===== src/rtl/cbs_pkg.sv =====
package cbs_pkg;
  localparam int unsigned WORD_W = 16;
  localparam int unsigned OFF_W  = 9;
  localparam int unsigned VEC_W  = 8;
  localparam int unsigned RSEL_W = 3;

  localparam logic [3:0] OPC_BR   = 4'b0000;
  localparam logic [3:0] OPC_JREG = 4'b1100;
  localparam logic [3:0] OPC_TRAP = 4'b1111;

  typedef logic [WORD_W-1:0] word_t;

  typedef enum logic [1:0] {
    K_SEQ  = 2'd0,
    K_BR   = 2'd1,
    K_JREG = 2'd2,
    K_TRAP = 2'd3
  } kind_e;

  typedef struct packed {
    logic n;
    logic z;
    logic p;
  } cc_t;

  typedef struct packed {
    kind_e             kind;
    logic [2:0]        mask;
    word_t             off;
    logic [RSEL_W-1:0] base;
    word_t             vec;
  } dec_t;
endpackage


===== src/rtl/cbs_rst_sync.sv =====
module cbs_rst_sync #(
  parameter int unsigned STAGES = 2
) (
  input  logic clk,
  input  logic rst_n,
  output logic rst_q_n
);
  logic [STAGES-1:0] sh_q;

  always_ff @(posedge clk or negedge rst_n) begin
    if (!rst_n) sh_q <= '0;
    else        sh_q <= {sh_q[STAGES-2:0], 1'b1};
  end

  assign rst_q_n = sh_q[STAGES-1];
endmodule


===== src/rtl/cbs_decode.sv =====
module cbs_decode
  import cbs_pkg::*;
(
  input  word_t instr,
  output dec_t  dec
);
  always_comb begin
    dec.mask = instr[11:9];
    dec.off  = {{(WORD_W-OFF_W){instr[OFF_W-1]}}, instr[OFF_W-1:0]};
    dec.base = instr[8:6];
    dec.vec  = {{(WORD_W-VEC_W){1'b0}}, instr[VEC_W-1:0]};
    unique case (instr[15:12])
      OPC_BR:   dec.kind = K_BR;
      OPC_JREG: dec.kind = K_JREG;
      OPC_TRAP: dec.kind = K_TRAP;
      default:  dec.kind = K_SEQ;
    endcase
  end
endmodule


===== src/rtl/cbs_ccreg.sv =====
module cbs_ccreg
  import cbs_pkg::*;
(
  input  logic  clk,
  input  logic  rst_n,
  input  logic  wb_valid,
  input  word_t wb_data,
  output cc_t   cc
);
  cc_t cc_q, cc_d, cc_new;

  always_comb begin
    cc_new.n = wb_data[WORD_W-1];
    cc_new.z = (wb_data == '0);
    cc_new.p = !wb_data[WORD_W-1] && (wb_data != '0);
  end

  always_comb begin
    cc_d = cc_q;
    if (wb_valid) cc_d = cc_new;
  end

  always_ff @(posedge clk or negedge rst_n) begin
    if (!rst_n) cc_q <= '{n: 1'b0, z: 1'b1, p: 1'b0};
    else        cc_q <= cc_d;
  end

  assign cc = cc_q;
endmodule


===== src/rtl/cbs_nextpc.sv =====
module cbs_nextpc
  import cbs_pkg::*;
(
  input  logic  step_en,
  input  dec_t  dec,
  input  cc_t   cc,
  input  word_t pc,
  input  word_t rd_data,
  input  word_t vec_data,
  output word_t pc_nxt,
  output logic  redirect,
  output logic  link_we,
  output word_t link_data
);
  word_t pc_inc;
  word_t br_tgt;
  logic  cond_hit;

  assign pc_inc   = pc + word_t'(1);
  assign br_tgt   = pc_inc + dec.off;
  assign cond_hit = |(dec.mask & {cc.n, cc.z, cc.p});

  always_comb begin
    pc_nxt    = pc;
    redirect  = 1'b0;
    link_we   = 1'b0;
    link_data = pc_inc;
    if (step_en) begin
      pc_nxt = pc_inc;
      unique case (dec.kind)
        K_BR: begin
          if (cond_hit) begin
            pc_nxt   = br_tgt;
            redirect = 1'b1;
          end
        end
        K_JREG: begin
          pc_nxt   = rd_data;
          redirect = 1'b1;
        end
        K_TRAP: begin
          pc_nxt   = vec_data;
          redirect = 1'b1;
          link_we  = 1'b1;
        end
        default: ;
      endcase
    end
  end
endmodule


===== src/rtl/cbs_branch_seq.sv =====
module cbs_branch_seq
  import cbs_pkg::*;
#(
  parameter logic [15:0] START_PC = 16'h3000,
  parameter int unsigned LINK_REG = 7
) (
  input  logic        clk,
  input  logic        rst_n,
  input  logic        step_en,
  input  logic [15:0] instr,
  input  logic        wb_valid,
  input  logic [15:0] wb_data,
  output logic [2:0]  rd_sel,
  input  logic [15:0] rd_data,
  output logic [15:0] vec_addr,
  input  logic [15:0] vec_data,
  output logic [15:0] pc,
  output logic        link_we,
  output logic [2:0]  link_sel,
  output logic [15:0] link_data,
  output logic        redirect
);
  logic  rst_q_n;
  dec_t  dec;
  cc_t   cc;
  word_t pc_q, pc_d;

  cbs_rst_sync #(.STAGES(2)) u_rst (
    .clk(clk), .rst_n(rst_n), .rst_q_n(rst_q_n)
  );

  cbs_decode u_dec (.instr(instr), .dec(dec));

  cbs_ccreg u_cc (
    .clk(clk), .rst_n(rst_q_n), .wb_valid(wb_valid),
    .wb_data(wb_data), .cc(cc)
  );

  cbs_nextpc u_np (
    .step_en(step_en), .dec(dec), .cc(cc), .pc(pc_q),
    .rd_data(rd_data), .vec_data(vec_data), .pc_nxt(pc_d),
    .redirect(redirect), .link_we(link_we), .link_data(link_data)
  );

  always_ff @(posedge clk or negedge rst_q_n) begin
    if (!rst_q_n)     pc_q <= START_PC;
    else if (step_en) pc_q <= pc_d;
  end

  assign pc       = pc_q;
  assign rd_sel   = dec.base;
  assign vec_addr = dec.vec;
  assign link_sel = 3'(LINK_REG);
endmodule


===== config.mk =====
export PLATFORM = sky130hd
export DESIGN_NAME = cbs_branch_seq
export DESIGN_NICKNAME = d
export VERILOG_FILES = /design/src/rtl/cbs_pkg.sv /design/src/rtl/cbs_rst_sync.sv /design/src/rtl/cbs_decode.sv /design/src/rtl/cbs_ccreg.sv /design/src/rtl/cbs_nextpc.sv /design/src/rtl/cbs_branch_seq.sv
export SDC_FILE = /design/constraint.sdc
export NUM_CORES = 1
export LEC_CHECK = 0
export BUFFER_PORTS_ARGS = -buffer_cell sky130_fd_sc_hd__buf_4
export CAP_MARGIN = 20
export CORE_UTILIZATION = 25
export DETAILED_ROUTE_END_ITERATION = 6
export SYNTH_ARGS = -nofsm -noshare
export SYNTH_HDL_FRONTEND = slang
export SYNTH_SLANG_ARGS = --single-unit

===== constraint.sdc =====
create_clock -name clk -period 3.8 [get_ports clk]
set_input_delay 0.38 -clock clk [delete_from_list [all_inputs] [get_ports clk]]
set_output_delay 0.38 -clock clk [all_outputs]
set_load 0.01 [all_outputs]

==> qor.yml <==
placement:
  place_area_um2: 3450
  gp_congestion: 0.862
  place_hpwl_um: 7250
  portBuffers: 112
yosys:
  synthCells: 335
  async_flop_share_pct: 100
  yosysSeqAreaShare_pct: 20.2
  syn_area_per_cell_um2: 7.81
  synth_cell_types: 57
  netlist_area_um2: 2620
  ys.flop_type: "dfrtp_1"
  synth_warnings: 0
  synth-edff-count: 0
  ys_ff_latch: 21
sta:
  holdWs_ps: 314
  worstMarginPinSlew_ps: 972
  slew_headroom_pct: 34.9
  hold_viol: 0
  setup_violations: 0
  timing.fmax_mhz: 305
  fin_crit_ps: 3280
  finalCritPeriodShare_pct: 86.3
  finClkSkew_ps: 8.84
  maxSlewViolCount: 0
  final.setup.tns_ps: 0
  rsz0062_at_grt: "false"
routing:
  drtIter0Drc: 217
  wl_per_cell_um: 16.3
  dr.pass1.iters: 7
  dr_total_vias: 2915
  vias_per_cell: 5.17
  ant_nets: 0
  route.detailed.drc: 0
  totalWireLength_um: 9210
die:
  die_h_um: 104
  row_count: 36
  die_width_um: 104
  start_util_pct: 26.3
  core-area_um2: 9950
  io-pin-count: 124
  die_area_um2: 10900
critical_path:
  crit_required_ps: 3980
  worstPathMaxFanout: 8
  cpPeakStageDelay_ps: 550
  crit_path_end_kind: "register"
  path_cells: "nand4_4 > nor4_1 > xor2_1 > ha_1 > a21oi_1 > o21ai_1 > a2111oi_1 > mux2i_1 > o31ai_1"
  critPathLaunchType: "register"
  worstSetupPathType: "register to register"
  critPathArrivalTime_ps: 3460
  startpoint: "pc[3]"
  slowest_stage: "dfrtp_1"
  path_delay_family: "compound AO/OA/AOI/OAI gates"
  cp_num_buf_inv: 0
  r2r_start: "pc[3]"
hold_path:
  min_from: "wb_valid"
  hp-class: "input port to register"
clock_network:
  cts_tree: "yes"
  post_cts_buffers: 0
  clock_sinks: 21
  cts_root_buffer: "clkbuf_8"
  insertion_delay_ps: 280
  cts_resized: 0
  path_clk_slew_ps: 90
  clockBufferDepth: 2
  cts_max_level: 1
  cts_buffers: 3
outcome:
  status: "complete, no violations"
power_and_ir_drop:
  p_total_mw: 1.78
  power.leakage_nw: 1.58
  power.density_nw_per_um2: 507
  irDropWorstVdd_mv: 0.182
run:
  maxCapViolCount: 0
grt:
  grt_pass1_vias: 2863
  track_usage_pct: 16.9
  antenna_found_initial: 0
  grt_start_max_net_pins: 21
  overflow: 0
  grt_pass1_wl_um: 14600
final_layout:
  final_common_cell: "buf_4"
  layout.nets: 520
  drive_gt1_share_pct: 31.1
  fin_area_um2: 3510
  fillers: 1065
  area_delta_synth_final_pct: 34.1
  final_cell_mix: "buf_4, nand2_1, nor2_1"
  antenna_cells: 0
## cells in the mapped netlist (4+ instances only)
library cell / n / area share [%]
a21o_1: 5 / 1.4
a21oi_1: 24 / 4.6
nand2_1: 33 / 4.7
dfrtp_1: 18 / 17
a211oi_1: 4 / 1.1
xnor2_1: 14 / 4.7
buf_4: 22 / 6.3
a22oi_1: 4 / 1.1
nor4_1: 6 / 1.4
a31oi_1: 10 / 2.4
a222oi_1: 5 / 1.9
nor2_1: 33 / 4.7
nand3_1: 9 / 1.7
buf_2: 4 / 0.77
nand4_1: 6 / 1.4
inv_1: 13 / 1.9
xor2_1: 9 / 3.0
a221oi_1: 8 / 2.7
clkbuf_1: 6 / 0.86
ha_1: 19 / 9.1
o21ai_0: 21 / 4.0
o22ai_1: 4 / 0.96
nor3_1: 5 / 0.96
## per-layer routing
| layer | wire length (µm) | part of all wire [%] | vias to the layer above | track usage [%] |
|---|---|---|---|---|
| met5 | 0 | 0 | - | 0 |
| met4 | 197 | 2.1 | 0 | 5.10 |
| met3 | 804 | 8.7 | 20 | 3.63 |
| met2 | 4100 | 45 | 157 | 26.4 |
| met1 | 4110 | 45 | 1339 | 23.0 |
| li1 | - | - | 1399 | - |
## worst paths after layout
kind,slack (ps),end,depth (start not counted)
max in group asynchronous,2860,pc[0],0
min reg2reg,350,u_rst.sh_q[1],0
min in group asynchronous,380,pc[11],0
max reg2reg,520,pc[14],9
max,520,pc[14],9
min,310,u_cc.cc[2],2
## through the flow
step                util, %  worst slack (ps)  std cells
global route           35.2               195        564
detailed placement     34.7               551        559
floorplan                 -               735        345
CTS                    35.2               560        564
finish                 35.2               522        564
global placement       34.7               690        559
## cell families (layout without fill, tap and decap cells)
kind of cell	Yosys count	after routing	synth area share, %
AOI/OAI and AO/OA	105	105	26.7
xor gates and xnor gates	24	24	8.32
adders and majority gates	20	20	9.85
buffers and inverters	47	133	10.8
DFF	21	21	20.2
muxes	3	3	1.15
other	2	12	0.287
and+or+nand+nor	113	113	22.7
## registers in the layout (all words and copies together), names as in the netlist
register / count
pc: 16
u_cc.cc: 3
u_rst.sh_q: 2
## final cells by class
| cell class | count | area (µm²) | area share, % |
|---|---|---|---|
| clock buffer | 3 | 41.3 | 1.18 |
| multi-input combinational | 277 | 1840 | 52.6 |
| sequential | 21 | 529 | 15.1 |
| inverter | 13 | 48.8 | 1.39 |
| tap | 133 | 166 | 4.74 |
| clock inverter | 1 | 5.00 | 0.143 |
| timing repair buffer | 116 | 873 | 24.9 |
## repair_timing
item / in CTS / in global routing
hold buffers: 1 / 0
endpoints found under the hold margin: 2 / 0
endpoints found under the setup margin: 0 / 0
## power breakdown
part / total (mW) / internal [mW] / switching (mW)
logic: 1.22 / 0.554 / 0.662
registers: 0.401 / 0.284 / 0.117
clock network: 0.161 / 0.0735 / 0.0877
Power figures use the tool's default switching activity.
